==> src/rtl/txd_stuck_guard.sv <==
module txd_stuck_guard #(
  parameter int TIMEOUT_TICKS = 2000,
  parameter int SYNC_STAGES   = 2
) (
  input  logic clk,
  input  logic rst_n,
  input  logic txd_in,
  input  logic tick_en,
  output logic drv_en,
  output logic stuck_flag
);

  localparam int CW = $clog2(TIMEOUT_TICKS + 1);
  localparam logic [CW-1:0] LAST = CW'(TIMEOUT_TICKS - 1);

  logic [SYNC_STAGES-1:0] sync_q;
  logic                   prev_q;
  logic                   timing_q;
  logic                   off_q;
  logic [CW-1:0]          cnt_q;
  logic                   txd_s;
  logic                   fall, rise;

  always_ff @(posedge clk or negedge rst_n)
    if (!rst_n) sync_q <= '1;
    else        sync_q <= {sync_q[SYNC_STAGES-2:0], txd_in};

  assign txd_s = sync_q[SYNC_STAGES-1];
  assign fall  = prev_q & ~txd_s;
  assign rise  = ~prev_q & txd_s;

  always_ff @(posedge clk or negedge rst_n)
    if (!rst_n) prev_q <= 1'b1;
    else        prev_q <= txd_s;

  always_ff @(posedge clk or negedge rst_n) begin
    if (!rst_n) begin
      timing_q <= 1'b0;
      off_q    <= 1'b0;
      cnt_q    <= '0;
    end else if (rise) begin
      timing_q <= 1'b0;
      off_q    <= 1'b0;
      cnt_q    <= '0;
    end else if (fall) begin
      timing_q <= 1'b1;
      cnt_q    <= '0;
    end else if (timing_q && tick_en) begin
      if (cnt_q == LAST) begin
        timing_q <= 1'b0;
        off_q    <= 1'b1;
        cnt_q    <= '0;
      end else begin
        cnt_q    <= cnt_q + 1'b1;
      end
    end
  end

  assign drv_en     = ~off_q;
  assign stuck_flag = off_q;

  // the driver is only switched off on a counted tick
  a_r3_drop_on_tick: assert property (@(posedge clk) disable iff (!rst_n)
    $fell(drv_en) |-> $past(tick_en));

  // a time-out only happens while TXD is dominant
  a_r3_drop_while_low: assert property (@(posedge clk) disable iff (!rst_n)
    $fell(drv_en) |-> !prev_q);

  // a time-out holds until a rising edge
  a_r5_hold_off: assert property (@(posedge clk) disable iff (!rst_n)
    (off_q && !rise) |=> !drv_en);

  // a rising edge always restores the driver
  a_r6_recover: assert property (@(posedge clk) disable iff (!rst_n)
    rise |=> (drv_en && !stuck_flag));

  // the count never passes its limit
  a_r4_count_bounded: assert property (@(posedge clk) disable iff (!rst_n)
    cnt_q <= LAST);

  // with TXD recessive and no timing, the driver stays on
  a_r7_idle_enabled: assert property (@(posedge clk) disable iff (!rst_n)
    (txd_s && prev_q && !off_q) |=> drv_en);

  // the flag always mirrors the disabled state
  always_comb if (rst_n) a_r8_flag_mirror: assert (stuck_flag == !drv_en);

endmodule

==> config.mk <==
export PLATFORM = sky130hd
export DESIGN_NAME = txd_stuck_guard
export DESIGN_NICKNAME = d
export VERILOG_FILES = /design/src/rtl/txd_stuck_guard.sv
export SDC_FILE = /design/constraint.sdc
export NUM_CORES = 1
export LEC_CHECK = 0
export CAP_MARGIN = 0
export CELL_PAD_IN_SITES_DETAIL_PLACEMENT = 1
export CELL_PAD_IN_SITES_GLOBAL_PLACEMENT = 2
export CORE_ASPECT_RATIO = 1.5
export CORE_MARGIN = 3
export CORE_UTILIZATION = 38
export DETAILED_ROUTE_END_ITERATION = 6
export PLACE_DENSITY = 0.76
export SYNTH_ARGS = -nofsm -noshare
export SYNTH_HDL_FRONTEND = slang
export SYNTH_SLANG_ARGS = --single-unit
==> constraint.sdc <==
create_clock -name clk -period 2.03 [get_ports clk]
set_input_delay 0.203 -clock clk [delete_from_list [all_inputs] [get_ports clk]]
set_output_delay 0.203 -clock clk [all_outputs]
set_load 0.005 [all_outputs]
==> results of run 1 <==
==> layout by cell type, fill, tap and decap left out, types with 2 or more instances in the layout <==
cell and n:
nand2_1 2, inv_1 4, nor3_1 4, nand3_1 2, nand4_1 3, ha_1 3
nor2_2 9, buf_4 4, and2b_1 2, dfrtp_1 13, nor2_1 3, xnor2_1 9
clkdlybuf4s50_1 5, dfstp_2 3, clkbuf_4 3
==> per-stage QoR <==
step                std cells  setup slack (ns)
floorplan                  74             0.282
global placement          100             0.139
detailed placement        100             0.106
CTS                       104            0.0640
global route              108            0.0382
finish                    108             0.141
==> layer usage <==
layer | track usage (%) | routed length (um) | vias to the layer above
li1 | - | - | 276
met1 | 18.4 | 732 | 281
met2 | 20.2 | 838 | 5
met3 | 1.67 | 34 | 2
met5 | 0 | 0 | -
met4 | 5.49 | 19 | 0
==> repair_timing <==
action                                  CTS  global route
buffers inserted                          0             4
resized for setup                         0             1
endpoints found under the setup margin    0             9
==> kinds of logic (layout without fill, tap and decap cells) <==
| logic type | Yosys count | in the layout | synth area share [%] |
|---|---|---|---|
| and+or+nand+nor | 33 | 33 | 27.1 |
| DFF | 16 | 16 | 45.9 |
| xor gates and xnor gates | 9 | 9 | 8.95 |
| AOI/OAI and AO/OA | 6 | 6 | 8.38 |
| buffers and inverters | 6 | 18 | 4.26 |
| adders and majority gates | 3 | 3 | 4.26 |
| muxes | 1 | 1 | 1.14 |
==> report_power, final <==
part           switching (mW)  internal [mW]
Sequential             0.0332          0.349
Clock                   0.105          0.109
Combinational          0.0624         0.0641
==> worst min-delay path by stage <==
stage	slack, ns	to	from
floorplan	-0.09	cnt_q[0]	rst_n
global placement	0.35	sync_q[1]	sync_q[0]
detailed placement	0.35	sync_q[1]	sync_q[0]
CTS	0.21	cnt_q[5]	rst_n
global route	0.22	cnt_q[9]	rst_n
finish	0.21	cnt_q[4]	rst_n
==> cells in the mapped netlist, drive strengths merged <==
cell,instances
buf,2
nor4b,2
nor2,12
o31ai,1
nand2,2
nand2b,1
and2b,2
and4,1
dfrtp,13
nor4,1
a21boi,1
nor3b,1
inv,4
mux2i,1
or2,1
xnor2,9
nor3,4
nand3,2
a21o,1
a31oi,1
nand4,4
a2bb2oi,1
dfstp,3
ha,3
o21ai,1
==> sequential cells by signal, indices dropped and copies added, names as in the netlist <==
signal / flops
cnt_q: 11
prev_q: 1
stuck_flag: 1
sync_q: 2
timing_q: 1
==> worst register-to-register path: cells and delay by family, from the launching register on <==
kind,cells,cell delay [ns]
adder cells (fa/ha/maj),1,0.32
AND/OR/NAND/NOR,2,0.33
buffers and inverters,2,0.20
flip-flops,1,0.56
AO/OA/AOI/OAI,1,0.18
XOR/XNOR,1,0.17
==> cell type report <==
| cell class | count | area (um2) |
|---|---|---|
| Multi-Input combinational cell | 52 | 448 |
| Fill cell | 236 | 1070 |
| Tap cell | 22 | 27.5 |
| Timing Repair Buffer | 10 | 100 |
| Clock buffer | 4 | 36.3 |
| Sequential cell | 16 | 404 |
| Inverter | 4 | 15.0 |
==> run metrics, run 1 <==
Initial DRC Count 8; fmax between 500 and 600 MHz; Vias roughly 560; drt total wl roughly 1600 um; Die Height between 60 and 70 um; CP max FO 7; count of final max-slew check failures 0; worst path bufs/invs 2; initial cell density of the core between 40% and 50%; Placer Congestion 0.738; Fin. Hold Viols 0; die area roughly 0.0029 mm2; port bufs 5; row count 20; worst-skew pair later-pin latency about 0.28 ns; Placed Area 943 um2; Mapped Avg Cell Area 11.9 um2; dpl hpwl approximately 1100 um; RSZ-0062 raised after global routing no; Final Cycle Share roughly 93%; Critical Path End Type register; Hold/Removal Path Class input pin to asynchronous set/reset pin; reg2reg start sync_q[1]; synthesized flop and latch total 16; Crit Reg-Reg Endpoint cnt_q[9]; global-route wire length before repair between 2000 and 3000 um; final setup fails 0; reg2reg setup slack 0.14 ns; CTS HTree Levels 1; global-route usage over all layers 13.3%; Sum Neg Setup Slack 0 ns; Num CTS Buffers 3; vias in the first global route approximately 600; cell breakdown of the critical path inv_1 > ha_1 > a21boi_4 > buf_4 > nor4b_2 > xnor2_1 > nor2_2; Pwr Total ~0.72 mW; Setup crit start sync_q[1]; largest cells by area after synthesis dfrtp_1 (37%), dfstp_2 (8.9%), xnor2_1 (8.9%); Setup Crit Path Kind register to register; Max Cap Viol 0; post-synthesis net count 81; I/O pin cnt 6; initial antenna violation count 0; CP max-delay cell dfstp_2; Startpoint Class register; cts hold-fix bufs 0; Slew @ Worst Pin between 0.4 and 0.5 ns; status complete, no violations; Worst VDD drop approximately 0.00031 V; Die W ~45 um; Synth top area share 36.9%; Yosys top cell by area dfrtp_1; Sink Count 16; synthesis-to-finish area growth 17.0%; nets 94; Root Driver clkbuf_4; Post-Syn Area ~900 um2; largest net degree at the start of global routing 15; CP peak stage delay 0.56 ns; DR DRC count 0; Crit path depth 7; Critical Path RT 2.19 ns; Reg clk slew, reported paths 0.10 ns; R2R cell count 7; DR WL/cell roughly 15 um; layout cells sized above 1 between 30% and 40%; clock buffer depth 2; floorplan core area 0.00210 mm2; fin crit period around 1.9 ns; DR vias/cell roughly 5.2; hold slack 0.212 ns; Final Util about half; # diodes 0; PwrDens around 700 mW/mm2; Max-Slew Margin vs Limit 67.5%; final instance area between 0.001 and 0.0015 mm2; post-route ant nets 0; Clock Skew between 0.006 and 0.007 ns; Seq/Total Area, Yosys about 46%; CP delay by family, top flip-flops; synth unique cells 27; Yosys warnings 0; leakage between 0.4 and 0.5 nW; WP data arrival 2.05 ns; drt pass-1 iters 2; Overflow after GRT 0; CTS tree done; Setup crit end cnt_q[9]; cell count after synthesis between 70 and 80
Note: power is estimated with default switching activity, not from simulation.
==> run 2, diff against run 1 <==
Settings changed: CTS_CLUSTER_DIAMETER from default to 100.
==> results of run 2 <==
No change in the layout: final DEF, timing and power equal those of run 1.
